File: config.mk
export PLATFORM = sky130hd
export DESIGN_NAME = fdi_sequencer
export DESIGN_NICKNAME = d
export VERILOG_FILES = /design/src/rtl/fdi_pkg.sv /design/src/rtl/fdi_thresholds.sv /design/src/rtl/fdi_run_counter.sv /design/src/rtl/fdi_sequencer.sv
export SDC_FILE = /design/constraint.sdc
export NUM_CORES = 1
export LEC_CHECK = 0
export BUFFER_PORTS_ARGS = -buffer_cell sky130_fd_sc_hd__buf_2
export CORE_UTILIZATION = 45
export CTS_CLUSTER_SIZE = 25
export DETAILED_ROUTE_END_ITERATION = 6
export PLACE_DENSITY = 0.79
export SLEW_MARGIN = 15
export SYNTH_ARGS = -nofsm -noshare
export SYNTH_HDL_FRONTEND = slang
export SYNTH_SLANG_ARGS = --single-unit
export TNS_END_PERCENT = 30
File: constraint.sdc
create_clock -name clk -period 5.89 [get_ports clk]
set_clock_uncertainty 0.05 [all_clocks]
set_input_delay 0.2945 -clock clk [delete_from_list [all_inputs] [get_ports clk]]
set_output_delay 0.2945 -clock clk [all_outputs]
set_load 0.01 [all_outputs]
File: src/rtl/fdi_pkg.sv
package fdi_pkg;
    typedef enum logic [1:0] {
        SEQ_DETECT  = 2'd0,
        SEQ_ISOLATE = 2'd1,
        SEQ_LOCATED = 2'd2
    } seq_mode_e;
endpackage

File: src/rtl/fdi_thresholds.sv
// Load-following detection and verification thresholds with floors.
module fdi_thresholds #(
    parameter int CUR_W     = 12,
    parameter int FULL_LOAD = 52
) (
    input  logic signed [CUR_W-1:0] iz,
    output logic        [CUR_W:0]   th_detect,
    output logic        [CUR_W:0]   th_verify
);
    localparam int TH_W = CUR_W + 1;
    localparam logic [TH_W-1:0] FLOOR_DET = TH_W'(FULL_LOAD / 2);
    localparam logic [TH_W-1:0] FLOOR_VER = TH_W'(FULL_LOAD / 4);

    logic signed [TH_W-1:0] iz_ext;
    logic        [TH_W-1:0] iz_mag;
    logic        [TH_W-1:0] iz_twice;

    always_comb begin
        iz_ext    = TH_W'(iz);
        iz_mag    = iz_ext[TH_W-1] ? TH_W'(-iz_ext) : TH_W'(iz_ext);
        iz_twice  = {iz_mag[TH_W-2:0], 1'b0};
        th_detect = (iz_twice > FLOOR_DET) ? iz_twice : FLOOR_DET;
        th_verify = (iz_mag   > FLOOR_VER) ? iz_mag   : FLOOR_VER;
    end
endmodule

File: src/rtl/fdi_run_counter.sv
// Counts strobed events; at_last flags that the next event completes the run.
module fdi_run_counter #(
    parameter int LIMIT = 40
) (
    input  logic clk,
    input  logic rst_n,
    input  logic clr,
    input  logic inc,
    output logic at_last
);
    localparam int CNT_W = (LIMIT > 1) ? $clog2(LIMIT) : 1;
    localparam logic [CNT_W-1:0] LAST = CNT_W'(LIMIT - 1);

    logic [CNT_W-1:0] count_d, count_q;

    always_comb begin
        count_d = count_q;
        if (clr)      count_d = '0;
        else if (inc) count_d = count_q + CNT_W'(1);
    end

    always_ff @(posedge clk) begin
        if (!rst_n) count_q <= '0;
        else        count_q <= count_d;
    end

    assign at_last = (count_q == LAST);
endmodule

File: src/rtl/fdi_sequencer.sv
// Detect-then-locate sequencer for open-circuit switch faults.
module fdi_sequencer
    import fdi_pkg::*;
#(
    parameter int CUR_W           = 12,
    parameter int NUM_CELLS       = 8,
    parameter int PERSIST_SAMPLES = 40,
    parameter int WINDOW_SAMPLES  = 5000,
    parameter int FULL_LOAD       = 52,
    parameter int ZERO_BAND       = 0,
    localparam int NUM_CAND       = 2 * NUM_CELLS,
    localparam int IDX_W          = $clog2(NUM_CAND)
) (
    input  logic                    clk,
    input  logic                    rst_n,
    input  logic                    sample_valid,
    input  logic        [CUR_W-1:0] err_mag,
    input  logic signed [CUR_W-1:0] iz_meas,
    input  logic signed [CUR_W-1:0] arm_upper,
    input  logic signed [CUR_W-1:0] arm_lower,
    output logic                    isolating,
    output logic        [IDX_W-1:0] hyp_idx,
    output logic                    resync_req,
    output logic                    fault_located,
    output logic        [IDX_W-1:0] fault_idx,
    output logic                    unresolved
);
    localparam int CELL_W      = IDX_W - 1;
    localparam int UPPER_CELLS = NUM_CELLS / 2;
    localparam int TH_W        = CUR_W + 1;
    localparam logic [IDX_W-1:0]  LAST_CAND = IDX_W'(NUM_CAND - 1);
    localparam logic [CELL_W-1:0] FIRST_LOW = CELL_W'(UPPER_CELLS);
    localparam logic [TH_W-1:0]   BAND      = TH_W'(ZERO_BAND);

    typedef struct packed {
        seq_mode_e        mode;
        logic [IDX_W-1:0] hyp;
        logic             resync;
        logic             unres;
    } seq_t;

    seq_t st_d, st_q;

    logic [TH_W-1:0] th_det, th_ver;
    logic [TH_W-1:0] err_ext;
    logic            over_det, over_ver;
    logic            pers_inc, pers_clr, pers_last;
    logic            win_inc, win_clr, win_last;
    logic signed [TH_W-1:0] arm_sel;
    logic        [TH_W-1:0] arm_mag;
    logic            arm_is_low, arm_zero;

    fdi_thresholds #(.CUR_W(CUR_W), .FULL_LOAD(FULL_LOAD)) u_thr (
        .iz(iz_meas), .th_detect(th_det), .th_verify(th_ver)
    );

    fdi_run_counter #(.LIMIT(PERSIST_SAMPLES)) u_persist (
        .clk(clk), .rst_n(rst_n), .clr(pers_clr), .inc(pers_inc), .at_last(pers_last)
    );

    fdi_run_counter #(.LIMIT(WINDOW_SAMPLES)) u_window (
        .clk(clk), .rst_n(rst_n), .clr(win_clr), .inc(win_inc), .at_last(win_last)
    );

    // Error comparisons and assumed-arm current test.
    always_comb begin
        err_ext    = {1'b0, err_mag};
        over_det   = err_ext > th_det;
        over_ver   = err_ext > th_ver;
        arm_is_low = st_q.hyp[IDX_W-1:1] >= FIRST_LOW;
        arm_sel    = arm_is_low ? TH_W'(arm_lower) : TH_W'(arm_upper);
        arm_mag    = arm_sel[TH_W-1] ? TH_W'(-arm_sel) : TH_W'(arm_sel);
        arm_zero   = arm_mag <= BAND;
    end

    // Run counter controls.
    always_comb begin
        pers_inc = sample_valid && (st_q.mode == SEQ_DETECT) && over_det;
        pers_clr = (st_q.mode != SEQ_DETECT) || (sample_valid && !over_det)
                   || (pers_inc && pers_last);
        win_inc  = sample_valid && (st_q.mode == SEQ_ISOLATE) && !over_ver;
        win_clr  = (st_q.mode != SEQ_ISOLATE) || (sample_valid && over_ver)
                   || (win_inc && win_last);
    end

    // Sequencer next state.
    always_comb begin
        st_d        = st_q;
        st_d.resync = 1'b0;
        st_d.unres  = 1'b0;
        unique case (st_q.mode)
            SEQ_DETECT: begin
                if (pers_inc && pers_last) begin
                    st_d.mode   = SEQ_ISOLATE;
                    st_d.hyp    = '0;
                    st_d.resync = 1'b1;
                end
            end
            SEQ_ISOLATE: begin
                if (sample_valid) begin
                    if (over_ver) begin
                        if (st_q.hyp == LAST_CAND) begin
                            st_d.mode  = SEQ_DETECT;
                            st_d.hyp   = '0;
                            st_d.unres = 1'b1;
                        end else begin
                            st_d.hyp    = st_q.hyp + IDX_W'(1);
                            st_d.resync = 1'b1;
                        end
                    end else if (win_last) begin
                        st_d.mode = SEQ_LOCATED;
                    end else if (arm_zero) begin
                        st_d.resync = 1'b1;
                    end
                end
            end
            SEQ_LOCATED: begin
                st_d = st_q;
            end
            default: begin
                st_d.mode = SEQ_DETECT;
                st_d.hyp  = '0;
            end
        endcase
    end

    always_ff @(posedge clk) begin
        if (!rst_n) begin
            st_q.mode   <= SEQ_DETECT;
            st_q.hyp    <= '0;
            st_q.resync <= 1'b0;
            st_q.unres  <= 1'b0;
        end else begin
            st_q <= st_d;
        end
    end

    assign isolating     = (st_q.mode == SEQ_ISOLATE);
    assign hyp_idx       = st_q.hyp;
    assign resync_req    = st_q.resync;
    assign fault_located = (st_q.mode == SEQ_LOCATED);
    assign fault_idx     = (st_q.mode == SEQ_LOCATED) ? st_q.hyp : '0;
    assign unresolved    = st_q.unres;
endmodule

Word level (Yosys, flattened, before mapping). Index checks and enable logic that the tools add are counted.

Register bits after elaboration: 27. Input port bits: 51. Output and inout port bits: 12.

Add/sub/neg operators: 5. Order comparisons: 6. Equal/unequal tests: 11. Mux-type cells: 22. Bitwise gates (word level): 2. Reduce and logical (&&, ||, !) cells: 20.

Operators by type and width (count): $mux 13 (5); $gt 12x13->1 (2); $pmux 6 s3 (1); $add 13x1->13 const B (1); $eq 13x13->1 const B (1); $gt 13x4->1 const B (1); $gt 13x5->1 const B (1); $le 13x1->1 const B (1); $neg 12->13 (1); $neg 13->13 (1); $mux 4 (3); $logic_and 1x1->1 (8); $mux 8 (1); $mux 7 (1); $add 6x1->6 const B (1); $eq 6x6->1 const B (1); $mux 1 (6); $mux 2 (3); $ne 2x1->1 const B (3); $reduce_and 5->1 (1); $add 4x1->4 const B (1); $eq 4x4->1 const B (1); $logic_or 1x1->1 (4); $reduce_and 4->1 (1); other kinds (13) (16).

Logic depth before layout (Yosys ltp). Gate-level depths: netlist of run 1.

Depth in word-level cells: 10. Gate-level depth with buffers: 17. Depth with buffers taken out: 15.

Cells and area by module. A second synthesis of run 1 with hierarchy kept.

Cells, all modules: 360. Area, all modules: 2832.7 µm².

Modules (own cells, without submodules): fdi_sequencer (instances 1, cells each 168, area each 1275.0 µm², seq. area each 160.2 µm²); fdi_thresholds (instances 1, cells each 94, area each 668.1 µm², seq. area each 0.0 µm²); fdi_run_counter (u_window) (instances 1, cells each 71, area each 631.9 µm², seq. area each 260.2 µm²); fdi_run_counter (u_persist) (instances 1, cells each 27, area each 257.7 µm², seq. area each 120.1 µm²).

Least setup slack after synthesis of run 1. OpenSTA, ideal clock, no wires.

Path type: input -> register. From: input port iz_meas[0]. To: register u_window.count_q[11]. Data arrival time: 3.373 ns. Required time: 5.759 ns. Setup slack: 2.386 ns. Stages: 15. Path buffers: 0. Cell sequence: inv_1 -> ha_1 -> nor2b_1 -> nand3_2 -> o31ai_4 -> xor2_1 -> nor4b_4 -> nor3_1 -> ha_1 -> nand2_1 -> nor4_1 -> a22o_1 -> a21oi_2 -> or4_1 -> a211oi_2.

Cells in the longest elaborated chain, start to end: 10. Elaborated cells between the ends (all ways): 12.

RTL lines: from (decl) (line fdi_sequencer.sv:18) `input logic signed [CUR_W-1:0] iz_meas,`; $neg 12->13 (line fdi_thresholds.sv:20) `iz_mag = iz_ext[TH_W-1] ? TH_W'(-iz_ext) : TH_W'(iz_ext);`; $mux 13 (*) (line fdi_thresholds.sv:20); $gt 13x4->1 (line fdi_thresholds.sv:23) `th_verify = (iz_mag > FLOOR_VER) ? iz_mag : FLOOR_VER;`; $mux 13 (*) (line fdi_thresholds.sv:23); $gt 12x13->1 (*) (line fdi_sequencer.sv:69) `over_ver = err_ext > th_ver;`; $logic_not 1->1 (line fdi_sequencer.sv:81) `win_inc = sample_valid && (st_q.mode == SEQ_ISOLATE) && !over_ver;`; $logic_and 1x1->1 (line fdi_sequencer.sv:81); $logic_and 1x1->1 (line fdi_sequencer.sv:83) `|| (win_inc && win_last);`; $logic_or 1x1->1 (line fdi_sequencer.sv:83); $reduce_or 2->1 (no line); to (signal assigned) (line fdi_run_counter.sv:24) `else count_q <= count_d;`; to (decl) (line fdi_run_counter.sv:14) `logic [CNT_W-1:0] count_d, count_q;`.

Mark *: on every way between the ends. The rest lies on a longest branch, timed or not. A chain may end at the register's enable or synchronous reset.

Worst setup path in the final report of run 1.
From: input port iz_meas[0]. To: register u_window.count_q[12].

The elaborated chain is that of the path after synthesis.

==> out/results.ini, run 1 <==
[final_layout]
area_growth_pct=11.7
drive_gt1_frac=0.245
final_nets=459
antennaDiodeCount=0
fin_area_mm2=0.00307
fin_util=0.519

[drt]
drt-total-wl_mm=6.47
ant_nets=0
wire_per_inst_um=14.2
vias=2671
drt_iter0_drc=230
drcViolationCount=0
viasPerCell=5.87
firstDrtPassIters=5

[worst_setup_path]
reg2reg_slack_ns=3.52
regToRegEndpoint=u_window.count_q[12]
path_cells=buf_2, inv_1, ha_1, nor2b_1, nand3_2, o31ai_4, xor2_1, nor4b_4, nor3_1, ha_1, nand2_1, a211oi_1, o41ai_2, a21oi_2, o21ai_0, a211oi_2
cp.required_ns=6.04
startpoint=iz_meas[0]
cpMaxStageDelayCell=a21oi_2
max_stage_delay_ns=0.75
worst-path-buf-inv=2
path_delay_family=compound AO/OA/AOI/OAI gates
end_kind=flop
start_kind=input pin
arrival_ns=4.11
path_max_fanout=26
worstSetupPathType=input pin to flop
r2r-start=st_q[7]
endpoint=u_window.count_q[12]
r2r_cells=6
crit_cells=16
crit_top_cell=ha_1

[synth]
synth-seq-area-share=0.197
netlist_area_mm2=0.00275
synth_top_area_cell=dfxtp_1
synthTopCellsByCount=dfxtp_1 (27), ha_1 (27), nand2_1 (24)
yosysWarnings=0
post_synth.cell_area_avg_um2=8.21
yosys-top-cells-area=dfxtp_1 (20%), ha_1 (12%), xor2_1 (5.1%), nand3_1 (4.0%), a211oi_2 (3.6%)
ys_ff_latch=27
syn-num-nets=413
ys.flop_type=dfxtp_1
yosysTopAreaCellShare=0.197
netlist_instances=335
synth_cell_types=64
synthArstFlopShare=0
synth_edf_count=0

[timing]
min_period_ns=3.95
rsz0062_at_grt=no
slew_viol_final=0
setup_viol=0
fmax_ghz=0.253
tightestPinTransition_ns=0.937
period_share=0.671
tns_ns=0
hold_viol=0
relSlewSlack=0.376

[job]
drv_cap=0

[grt]
grt_pass1_wl_mm=10.7
grt_pass1_vias=2341
antenna_found_initial=0
grt_max_degree=27
gr-total-overflow=0
grt_usage=0.209

[place]
placed_area_mm2=0.00302
routabilityCongestion=0.890
io_buffers=62
hpwl_mm=5.06

[clock_network]
clk_path_buf_depth=2
clk_pin_slew_ns=0.10
ctsResizeCount=0
cts_buffers=3
root_buffer=clkbuf_8
clk_latency_ns=0.28
cts.sinks=27
cts_setup_buffers=0
cts_tree=built
hold_buffers=0
htree_levels=1

[floorplan]
ios=63
die_height_um=80.2
fp-row-count=28
dieArea_mm2=0.00642
die_x_um=80.2
start_util=0.464
core_region_area_mm2=0.00592

[pwr]
p_per_area_mw_per_mm2=141
power_w=0.000433
ir_drop_mv=0.113
p_leak_nw=1.26

[hold_path]
hold_path_class=input pin to flop

[outcome]
status=complete, no violations

cells by family (layout without fill, tap and decap cells):
group	Yosys count	in the layout	synth area share
XOR/XNOR	17	17	0.0542
multiplexers	7	7	0.0264
flip-flops	27	27	0.197
AND/OR/NAND/NOR	145	145	0.319
AO/OA/AOI/OAI	80	80	0.218
adder cells (fa/ha/maj)	27	27	0.123
buffers and inverters	32	77	0.0633
state kept, by name, indices dropped and copies added, names as in the netlist:
register and flops:
hyp_idx 4, resync_req 1, st_q 2, u_persist.count_q 6
u_window.count_q 13, unresolved 1
placed cells by master, fill, tap and decap left out, types with 8 or more instances in the layout:
cell type / synthesis / final
buf_2: 6 / 62
ha_1: 27 / 27
dfxtp_1: 27 / 27
nand2_1: 24 / 24
nand3_1: 22 / 22
o21ai_0: 19 / 19
xor2_1: 16 / 16
nor2_1: 15 / 15
a21oi_1: 12 / 12
inv_1: 11 / 11
or3_1: 11 / 11
nand2b_1: 8 / 8
a211oi_2: 8 / 8
metrics by stage:
step | worst slack, ns | hold WS [ns] | instances
2_1_floorplan | 2.39 | 0.389 | 335
3_3_place_gp | 1.80 | 0.421 | 451
3_5_place_dp | 1.67 | 0.428 | 451
4_1_cts | 1.94 | 0.279 | 455
5_1_grt | 1.47 | 0.276 | 455
6_report | 1.94 | 0.285 | 455
where the power goes:
group	switching, W	leakage (nW)	internal [W]
combinational	0.0000792	1.02	0.0000554
sequential	0.000000681	0.217	0.000183
clock	0.0000642	0.0261	0.0000498
total	0.000144	1.26	0.000288
how the worst min path moves through the flow:
stage,startpoint,endpoint,slack [ns],cells after the start
floorplan,rst_n,resync_req,0.39,2
global placement,u_window.count_q[9],u_window.count_q[9],0.42,2
detailed placement,u_window.count_q[9],u_window.count_q[9],0.43,2
CTS,rst_n,st_q[7],0.28,2
global route,rst_n,st_q[7],0.28,2
finish,rst_n,st_q[7],0.29,2
layout make-up:
class | instances | area (µm²)
Timing Repair Buffer | 62 | 310
Fill cell | 563 | 2850
Tap cell | 75 | 93.8
Clock inverter | 1 | 8.76
Inverter | 11 | 41.3
Multi-Input combinational cell | 276 | 2030
Clock buffer | 3 | 41.3
Sequential cell | 27 | 541
per-layer routing:
metal  share of wire  vias to the layer above  routed length (µm)  GRT usage
met1            0.46                     1238                2970      0.290
met3           0.054                       11                 347     0.0318
li1                -                     1343                   -          -
met5               0                        -                   0          0
met4           0.015                        0                  95     0.0500
met2            0.47                       79                3050      0.337
Power figures use the tool's default switching activity.
==> inputs of run 2 (changes only) <==
--- a/config.mk
+++ b/config.mk
@@ -9,7 +9,7 @@
 export CORE_UTILIZATION = 45
 export CTS_CLUSTER_SIZE = 25
 export DETAILED_ROUTE_END_ITERATION = 6
-export PLACE_DENSITY = 0.79
+export PLACE_DENSITY = 0.82
 export SLEW_MARGIN = 15
 export SYNTH_ARGS = -nofsm -noshare
 export SYNTH_HDL_FRONTEND = slang
==> constraint.sdc (replaced) <==
create_clock -name clk -period 3.32 [get_ports clk]
set_clock_uncertainty 0.05 [all_clocks]
set_input_delay 0.166 -clock clk [delete_from_list [all_inputs] [get_ports clk]]
set_output_delay 0.166 -clock clk [all_outputs]
set_load 0.01 [all_outputs]
==> run 2 against run 1 <==
Effect of this change: the run now ends with negative setup slack left; final cell count grew 13%; global-route usage grew 4.0 points; sequential power grew 77%; non-clock buffer count grew 57; critical path depth grew 2; die area is the same; worst hold slack lost 0.12 ns; core utilization grew 13 points; critical endpoint is now u_window.count_q[7]; highest routed layer unchanged.
==> out/results.ini, run 2 (synthesis gave the netlist of run 1 again) <==
[outcome]
status=finished with violations  ; was complete, no violations
violations=negative setup slack

[timing]
setup_slack_ns=-0.0526  ; was 1.94 ns
slew_viol_final=0  ; unchanged
min_period_ns=3.37
tightestPinTransition_ns=0.656  ; was 0.937 ns
setup_viol=6  ; was 0
fmax_ghz=0.297
hold_viol=0  ; unchanged
rsz0062_at_grt=yes  ; was no
period_share=1.02
hold_slack_ns=0.161  ; was 0.285 ns
relSlewSlack=0.562  ; was 0.376

[worst_setup_path]
path_max_fanout=8  ; was 26
path_delay_family=simple AND/OR/NAND/NOR gates  ; was compound AO/OA/AOI/OAI gates
r2r_cells=8  ; was 6
max_stage_delay_ns=0.38  ; was 0.75 ns
crit_cells=18  ; was 16
worstSetupPathType=input pin to flop  ; unchanged
r2r-start=st_q[6]  ; was st_q[7]
startpoint=iz_meas[2]  ; was iz_meas[0]
start_kind=input pin  ; unchanged
cp.required_ns=3.47  ; was 6.04 ns
path_cells=buf_2, buf_4, nor3_2, nor2_1, mux2_2, a32oi_2, nor4b_4, buf_6, or2_1, ha_1, nand4_1, nor4_4, a22o_1, a21oi_4, buf_12, buf_12, or3_4, a211oi_2  ; was buf_2, inv_1, ha_1, nor2b_1, nand3_2, o31ai_4, xor2_1, nor4b_4, nor3_1, ha_1, nand2_1, a211oi_1, o41ai_2, a21oi_2, o21ai_0, a211oi_2
cpMaxStageDelayCell=or3_4  ; was a21oi_2
worst-path-buf-inv=5  ; was 2
crit_top_cell=buf_12  ; was ha_1
end_kind=flop  ; unchanged
arrival_ns=3.52  ; was 4.11 ns

[drt]
wl_met1_mm=3.33  ; was 2.97 mm
wl_met2_mm=4.22  ; was 3.05 mm
highest_layer=met4  ; unchanged
firstDrtPassIters=5  ; unchanged
vias=3079  ; was 2,671
viasPerCell=6.01  ; was 5.87
drt_iter0_drc=186  ; was 230
dr_wl_met3_um=535  ; was 347 µm
drcViolationCount=0  ; unchanged
drt-total-wl_mm=8.37  ; was 6.47 mm
ant_nets=0  ; unchanged
wire_per_inst_um=16.3  ; was 14.2 µm

[final_layout]
top_register=u_window.count_q  ; unchanged
fin_util=0.644  ; was 0.519
drive_gt1_frac=0.426  ; was 0.245
final_nets=516  ; was 459
area_growth_pct=38.7  ; was 11.7%
antennaDiodeCount=0  ; unchanged
final_common_cell=buf_2  ; unchanged
final_cell_mix=buf_2 (60), buf_4 (53), dfxtp_1 (27)  ; was buf_2 (62), ha_1 (27), dfxtp_1 (27)
largest_reg_flops=13  ; unchanged
nFillCells=460  ; was 563

[place]
routabilityCongestion=0.925  ; was 0.890
hpwl_mm=5.82  ; was 5.06 mm
io_buffers=62  ; unchanged

[floorplan]
start_util=0.464  ; unchanged
ios=63  ; unchanged
fp-row-count=28  ; unchanged
core_region_area_mm2=0.00592  ; unchanged
die_height_um=80.2  ; unchanged
die_x_um=80.2  ; unchanged
dieArea_mm2=0.00642  ; unchanged

[pwr]
p_leak_nw=1.62  ; was 1.26 nW
p_per_area_mw_per_mm2=231  ; was 141 mW/mm²
power_frac_comb=0.405  ; was 0.311
p_clk_frac=0.224  ; was 0.264
swShare=0.340  ; was 0.333
p_int_w=0.000580  ; was 0.000288 W
switchingPower_w=0.000299  ; was 0.000144 W
ir_drop_mv=0.165  ; was 0.113 mV
p_seq_frac=0.371  ; was 0.425

[clock_network]
cts.sinks=27  ; unchanged
cts_tree=built  ; unchanged
root_buffer=clkbuf_8  ; unchanged
clk_pin_slew_ns=0.10  ; about the same
hold_buffers=0  ; unchanged
clk_path_buf_depth=2  ; unchanged
clk_latency_ns=0.29  ; was 0.28 ns
htree_levels=1  ; unchanged
cts_buffers=3  ; unchanged

[hold_path]
min_from=rst_n  ; unchanged
hold_path_class=input pin to flop  ; unchanged
holdPathStages=2  ; unchanged

[grt]
grt_pass1_vias=2747  ; was 2,341
grt_max_degree=16  ; was 27
grt_usage=0.249  ; was 0.209
antenna_found_initial=0  ; unchanged
gr-total-overflow=0  ; unchanged
grt_pass1_wl_mm=12.7  ; was 10.7 mm

[job]
drv_cap=0  ; unchanged

-- run 2: worst paths after layout --
check	end	slack [ns]
max	u_window.count_q[7]	-0.05
min	st_q[7]	0.16
max reg2reg	u_window.count_q[7]	1.01
min reg2reg	unresolved	0.45
-- run 2: cell type report --
cell class / count / area (µm²) / share of cell area
sequential: 27 / 541 / 0.142
tap: 75 / 93.8 / 0.0246
inverter: 11 / 46.3 / 0.0121
clock buffer: 3 / 41.3 / 0.0108
multi-input combinational: 276 / 2270 / 0.596
timing repair buffer: 119 / 812 / 0.213
clock inverter: 1 / 5.00 / 0.00131
-- run 2: worst reg2reg max path: cells and delay by family (launching register included) --
family | cells | cell delay (ns)
compound gates | 3 | 0.38
flops | 1 | 0.50
buf+inv | 2 | 0.28
simple gates | 3 | 1.01
-- run 2: power groups by stage --
stage | Sequential [W] | Clock [W] | Combinational, W
6_report | 0.000326 | 0.000197 | 0.000357
5_1_grt | 0.000327 | 0.000209 | 0.000388
4_1_cts | 0.000326 | 0.000196 | 0.000332
3_5_place_dp | 0.000334 | 0 | 0.000302
3_3_place_gp | 0.000334 | 0 | 0.000287
2_1_floorplan | 0.000333 | 0 | 0.000167
-- run 2: through the flow --
stage          power (W)  setup TNS [ns]  worst slack (ns)  instance area, µm²  std cells
2_1_floorplan   0.000500               0            0.0168                2760        335
3_3_place_gp    0.000621           -6.42            -0.383                3400        497
3_5_place_dp    0.000636          -10.58            -0.547                3400        497
4_1_cts         0.000854          -0.189           -0.0638                3690        511
5_1_grt         0.000923           -2.01            -0.174                3810        512
6_report        0.000880          -0.135           -0.0526                3810        512
-- run 2: layer usage --
metal | vias up | GRT usage
met2 | 131 | 0.434
met1 | 1453 | 0.305
met3 | 34 | 0.0398
met5 | - | 0
met4 | 0 | 0.0893
li1 | 1461 | -
-- run 2: what timing repair did --
| action | in CTS | in global routing |
|---|---|---|
| pin swaps | 36 | 17 |
| cloned | 1 | 0 |
| gates resized for setup | 33 | 22 |
| buffers inserted | 9 | 1 |
| setup endpoints to repair | 23 | 26 |
